File: src/rtl/mdm_clkcfg_pkg.sv
package mdm_clkcfg_pkg;

  localparam int DIV_W  = 2;
  localparam int CODE_W = 3;

  typedef enum logic [1:0] {
    SRC_XTAL = 2'd0,
    SRC_EXT  = 2'd1,
    SRC_INT  = 2'd2
  } src_t;

  typedef struct packed {
    src_t             src;
    logic             co_en;
    logic [DIV_W-1:0] co_div;
    logic [DIV_W-1:0] tick_div;
  } cfg_dec_t;

  // code = {xtal_en, cfg1, cfg0}
  function automatic cfg_dec_t decode_code(input logic [CODE_W-1:0] code);
    cfg_dec_t d;
    d.src      = SRC_XTAL;
    d.co_en    = 1'b0;
    d.co_div   = '0;
    d.tick_div = DIV_W'(3);
    case (code)
      3'b000: begin d.src = SRC_XTAL; end
      3'b001: begin d.src = SRC_XTAL; d.co_en = 1'b1; d.co_div = DIV_W'(1); end
      3'b010: begin d.src = SRC_XTAL; d.co_en = 1'b1; d.co_div = DIV_W'(2); end
      3'b011: begin d.src = SRC_XTAL; d.co_en = 1'b1; d.co_div = DIV_W'(3); end
      3'b100: begin d.src = SRC_EXT; end
      3'b101: begin d.src = SRC_EXT; d.tick_div = DIV_W'(1); end
      3'b110: begin d.src = SRC_INT; d.tick_div = DIV_W'(1); end
      3'b111: begin
        d.src = SRC_INT; d.tick_div = DIV_W'(1);
        d.co_en = 1'b1; d.co_div = DIV_W'(1);
      end
      default: begin d.src = SRC_XTAL; end
    endcase
    return d;
  endfunction

endpackage

File: src/rtl/mdm_cfg_capture.sv
module mdm_cfg_capture #(
  parameter int CODE_W = 3
) (
  input  logic              clk,
  input  logic              rst_n,
  input  logic [CODE_W-1:0] pins,
  output logic              pd,
  output logic [CODE_W-1:0] code_q
);

  // power-down flag: set at once by reset, cleared on the first edge after release
  always_ff @(posedge clk or negedge rst_n) begin
    if (!rst_n) pd <= 1'b1;
    else        pd <= 1'b0;
  end

  // code follows the pins while powered down, including the release edge
  always_ff @(posedge clk) begin
    if (pd) code_q <= pins;
  end

endmodule

File: src/rtl/mdm_cdiv.sv
module mdm_cdiv #(
  parameter int DIV_W = 2
) (
  input  logic             clk,
  input  logic             rst_n,
  input  logic             run,
  input  logic [DIV_W-1:0] div,
  output logic             pulse
);

  localparam logic [DIV_W-1:0] ONE = DIV_W'(1);

  logic [DIV_W-1:0] cnt;
  logic             wrap;

  assign wrap = (cnt == (div - ONE));

  always_ff @(posedge clk or negedge rst_n) begin
    if (!rst_n) begin
      cnt   <= '0;
      pulse <= 1'b0;
    end else if (!run) begin
      cnt   <= '0;
      pulse <= 1'b0;
    end else begin
      pulse <= (cnt == '0);
      cnt   <= wrap ? '0 : cnt + ONE;
    end
  end

endmodule

File: src/rtl/mdm_clkout_gate.sv
module mdm_clkout_gate #(
  parameter int DIV_W = 2
) (
  input  logic             clk,
  input  logic             rst_n,
  input  logic             pd,
  input  logic             en,
  input  logic [DIV_W-1:0] div,
  input  logic             pulse,
  output logic             clkout
);

  localparam logic [DIV_W-1:0] ONE = DIV_W'(1);

  logic is_div1;
  logic gate_lo;

  assign is_div1 = (div == ONE);

  // gate enable changes only while the clock is low, so the passed clock has no glitch
  always_ff @(negedge clk or negedge rst_n) begin
    if (!rst_n) gate_lo <= 1'b0;
    else        gate_lo <= ~pd & en & is_div1;
  end

  assign clkout = ~pd & (is_div1 ? (clk & gate_lo) : (pulse & en));

endmodule

File: src/rtl/mdm_clkcfg.sv
module mdm_clkcfg
  import mdm_clkcfg_pkg::*;
(
  input  logic       ref_clk,
  input  logic       rst_n,
  input  logic       xtal_en,
  input  logic       cfg0,
  input  logic       cfg1,
  output logic [1:0] src_sel,
  output logic       clkout_en,
  output logic       clkout,
  output logic       core_tick,
  output logic       pwr_down
);

  logic [CODE_W-1:0] code_q;
  cfg_dec_t          dec;
  logic [DIV_W-1:0]  tick_div;
  logic [DIV_W-1:0]  co_div;
  logic              co_run;
  logic              co_pulse;

  mdm_cfg_capture #(.CODE_W(CODE_W)) u_cap (
    .clk    (ref_clk),
    .rst_n  (rst_n),
    .pins   ({xtal_en, cfg1, cfg0}),
    .pd     (pwr_down),
    .code_q (code_q)
  );

  assign dec       = decode_code(code_q);
  assign src_sel   = dec.src;
  assign tick_div  = dec.tick_div;
  assign co_div    = dec.co_div;
  assign clkout_en = ~pwr_down & dec.co_en;
  assign co_run    = clkout_en & (co_div > DIV_W'(1));

  mdm_cdiv #(.DIV_W(DIV_W)) u_tick (
    .clk   (ref_clk),
    .rst_n (rst_n),
    .run   (~pwr_down),
    .div   (tick_div),
    .pulse (core_tick)
  );

  mdm_cdiv #(.DIV_W(DIV_W)) u_codiv (
    .clk   (ref_clk),
    .rst_n (rst_n),
    .run   (co_run),
    .div   (co_div),
    .pulse (co_pulse)
  );

  mdm_clkout_gate #(.DIV_W(DIV_W)) u_gate (
    .clk    (ref_clk),
    .rst_n  (rst_n),
    .pd     (pwr_down),
    .en     (clkout_en),
    .div    (co_div),
    .pulse  (co_pulse),
    .clkout (clkout)
  );

endmodule

File: config.mk
export PLATFORM = sky130hd
export DESIGN_NAME = mdm_clkcfg
export DESIGN_NICKNAME = d
export VERILOG_FILES = /design/src/rtl/mdm_clkcfg_pkg.sv /design/src/rtl/mdm_cfg_capture.sv /design/src/rtl/mdm_cdiv.sv /design/src/rtl/mdm_clkout_gate.sv /design/src/rtl/mdm_clkcfg.sv
export SDC_FILE = /design/constraint.sdc
export NUM_CORES = 1
export LEC_CHECK = 0
export BUFFER_PORTS_ARGS = -buffer_cell sky130_fd_sc_hd__buf_2
export CAP_MARGIN = 25
export CORE_UTILIZATION = 29
export CTS_CLUSTER_SIZE = 30
export DETAILED_ROUTE_END_ITERATION = 10
export GPL_TIMING_DRIVEN = 1
export SKIP_CTS_REPAIR_TIMING = 1
export SLEW_MARGIN = 15
export SYNTH_ARGS = -nofsm -noshare
export SYNTH_HDL_FRONTEND = slang
export SYNTH_HIERARCHICAL = 1
export SYNTH_SLANG_ARGS = --single-unit
File: constraint.sdc
create_clock -name ref_clk -period 1.5 [get_ports ref_clk]
set_input_delay 0.225 -clock ref_clk [delete_from_list [all_inputs] [get_ports ref_clk]]
set_output_delay 0.225 -clock ref_clk [all_outputs]
set_load 0.02 [all_outputs]
==> Word level (Yosys, flattened, before mapping) <==
Index checks and enable logic that the tools add are counted.
{ "totals": {"reg_bits": 11} }
{ "op_classes": {"n_reduce_logical": 8, "n_eq_ne": 10, "n_mux": 10, "magnitude_cmp": 1, "bitwise_logic": 8, "n_addsub": 4} }
{ "op_table": {"columns": ["op", "n"], "rows": [
  ["$eq 3x3->1 const B", 4],
  ["$mux 2", 5],
  ["$pmux 3 s3", 1],
  ["$and 1x1->1", 7],
  ["$eq 3x2->1 const B", 2],
  ["$pmux 2 s3", 1],
  ["$reduce_or 2->1", 3],
  ["$add 2x1->2 const B", 2],
  ["$eq 2x2->1", 2],
  ["$logic_not 2->1", 2],
  ["$reduce_or 4->1", 1],
  ["$sub 2x1->2 const B", 2],
  ["$eq 3x1->1 const B", 1],
  ["$logic_not 3->1", 1],
  ["$mux 1", 3],
  ["$reduce_or 3->1", 1],
  ["$eq 2x1->1 const B", 1],
  ["$gt 2x1->1 const B", 1],
  ["$not 1->1", 1]
]} }

==> Logic depth before layout (Yosys ltp) <==
{ "logic_depth": {"depth_word": 7, "ltp_mapped": 5, "depth_no_buf": 5} }

==> By module <==
The synthesis kept the hierarchy.
{ "by_module_without_submodules": {"columns": ["module", "seq_area_each_um2", "area_each_um2", "n_inst", "cells_each"], "rows": [
  ["mdm_cdiv", 75.1, 135.1, 2, 12],
  ["mdm_cfg_capture", 116.4, 120.1, 1, 5],
  ["mdm_clkout_gate", 25.0, 78.8, 1, 6],
  ["mdm_clkcfg", 0.0, 75.1, 1, 14]
]} }

==> results by group <==
Placed design
  • Final HPWL DP: 745 um
  • # port buffers: 10
  • Placer Congestion: 0.694
  • Post-placement cell count: 93

GRT
  • M2 GR Usage: 17.4%
  • Initial antenna violation count: 0
  • Wire length of the first global-routing pass: 1.69 mm
  • GR peak layer: met2
  • Grt met3 use: 8.80%
  • Grt met1 use: 13.9%
  • Largest net degree at the start of global routing: 9
  • Number of global-route vias before repair: 436
  • Overflow after GRT: 0
  • Total track usage: 13.7%

Power
  • Maximum vdd drop: 0.424 mV
  • Tot Pwr: 814 uW
  • Lkg Pwr: 0.000401 uW
  • Pwr Density: 918 nW/um2

Floorplanning
  • Die area: 2050 um2
  • IO Pins: 11
  • Core footprint: 1750 um2
  • Die Ht: 45.3 um
  • Initial Utilization: 31.2%
  • Die width: 45.3 um
  • # rows: 15

Final layout
  • Layout fillers: 170
  • Commonest non-fill, non-tap cell in the layout: buf_4
  • Most frequent cells in the layout: buf_4, buf_6, clkbuf_4, buf_2, dfrtp_1
  • Final net count: 88
  • Share of cells above drive strength 1: 56.3%
  • Area Overhead vs Synth: 62.8%
  • ANT cells: 0
  • Post-route insts no fill: 105

Yosys
  • Mapped Area: 544 um2
  • Flops & latches, synth: 11
  • Seq/Total Area, Yosys: 53.6%
  • Synth top area cells: dfrtp_1, edfxtp_1, dfstp_2
  • Top-area cell type share of the netlist area: 27.6%
  • Yosys top cell by area: dfrtp_1
  • Yosys Warn Count: 6
  • Syn Area/Cell: 11.1 um2
  • Synth Instances: 49
  • Post-synthesis cell type count: 26

Routing
  • DRC errors left: 0
  • Final ANT Viol Nets: 0
  • DRT Wirelength: 1.16 mm
  • DRT Pass-1 Iters: 1
  • DR vias: 444
  • Via-to-Cell Ratio: 4.23
  • Iter 0 DRT Violations: 0
  • Routed WL per cell: 11.0 um

Setup path
  • CP arrival: 1.89 ns
  • Crit-path max FO: 1
  • Setup crit end kind: primary output
  • Req. time, crit path: 1.27 ns
  • Crit Path Class: register to primary output
  • CP Launch Type: register

Timing
  • Clock skew: 0.0181 ns
  • TNS Setup: -1.19 ns
  • Final setup margin: -0.619 ns
  • Final hold viol count: 0
  • RSZ-0062 raised after global routing: true
  • Setup Viol. Count Final: 9
  • Slew Limit Fails: 0

Min path
  • HP Class: input pin to register

Outcome
  • Status: finished, violations left
  • Violations in the final reports: setup timing

Clock tree
  • Worst-path clk slew: 0.07 ns
  • CTS tree: built
  • Clk Latency, worst-skew pair: 0.38 ns

Flow run
  • Total of max-cap violations: 0
flip-flops by register name, summed over array words and instances (netlist names):
name and flops:
u_gate/gate_lo 1, u_tick/pulse 1, u_cap/code_q 3, u_cap/pd 1, u_tick/cnt 2, u_codiv/pulse 1, u_codiv/cnt 2
cells by family after synthesis:
kind of cell / count (synthesis) / synth area share, %
compound gates: 8 / 10.3
buf+inv: 8 / 6.90
simple gates: 16 / 20.0
fa+ha+maj: 2 / 4.60
xor+xnor: 2 / 3.22
other cells: 2 / 1.38
flops: 11 / 53.6
worst paths after layout:
path | slack, ns | to | startpoint | depth (start not counted)
worst max-delay path | -0.62 | clkout | u_gate/gate_lo | 3
worst min-delay path | 0.02 | u_cap/code_q[1] | cfg1 | 1
worst max register to register | -0.33 | u_gate/gate_lo | u_cap/code_q[2] | 4
worst min register to register | 0.57 | u_tick/cnt[1] | u_tick/cnt[0] | 2
max in group asynchronous | 0.45 | u_gate/gate_lo | rst_n | 2
min in group asynchronous | 0.22 | u_tick/cnt[0] | rst_n | 2
critical path, stage by stage (launching register included):
cell and delay [ns]:
dfrtn_1 0.38, nand4b_1 0.11, a21oi_2 0.12, buf_4 0.14
cell type report:
cell class | instances | area [um2] | share of cell area (%)
clock buffers | 8 | 56.3 | 6.36
inverters | 6 | 22.5 | 2.54
multi-input cells | 32 | 294 | 33.2
well taps | 25 | 31.3 | 3.53
repair buffers | 23 | 190 | 21.5
flip-flops and latches | 11 | 292 | 32.9
power breakdown:
part | switching [uW] | internal [uW] | total (uW)
combinational | 72.4 | 84.0 | 156
clock | 120 | 192 | 312
sequential | 15.0 | 330 | 345
layer usage:
| metal | vias to the layer above | wire length (um) |
|---|---|---|
| li1 | 222 | - |
| met1 | 209 | 461 |
| met2 | 10 | 624 |
| met3 | 3 | 52 |
| met4 | 0 | 22 |
| met5 | - | 0 |
cell usage after synthesis:
library cell and number:
dfrtp_1 6, inv_1 5, and2_1 3, edfxtp_1 3, nand2_1 3, a31oi_1 2, and3_1 2, buf_4 2
conb_1 2, ha_1 2, nor2b_1 2, o311ai_1 2, xnor2_1 2, a21oi_1 1, a21oi_2 1, dfrtn_1 1
dfstp_2 1, inv_2 1, nand2b_4 1, nand3_2 1, nand4b_1 1, nor2_1 1, nor3_1 1, nor3b_2 1
o21ai_0 1, o21bai_1 1
metrics by stage:
stage	area [um2]	hold WS [ns]	util [%]	setup WS, ns
finish	886	0.0238	50.8	-0.619
global route	886	0.00359	50.8	-0.702
detailed placement	692	0.0803	39.6	-0.275
global placement	692	0.0807	39.6	-0.242
CTS	741	-0.318	42.4	-0.656
floorplan	558	-0.0706	-	-0.367
(Power assumes the default switching activity.)
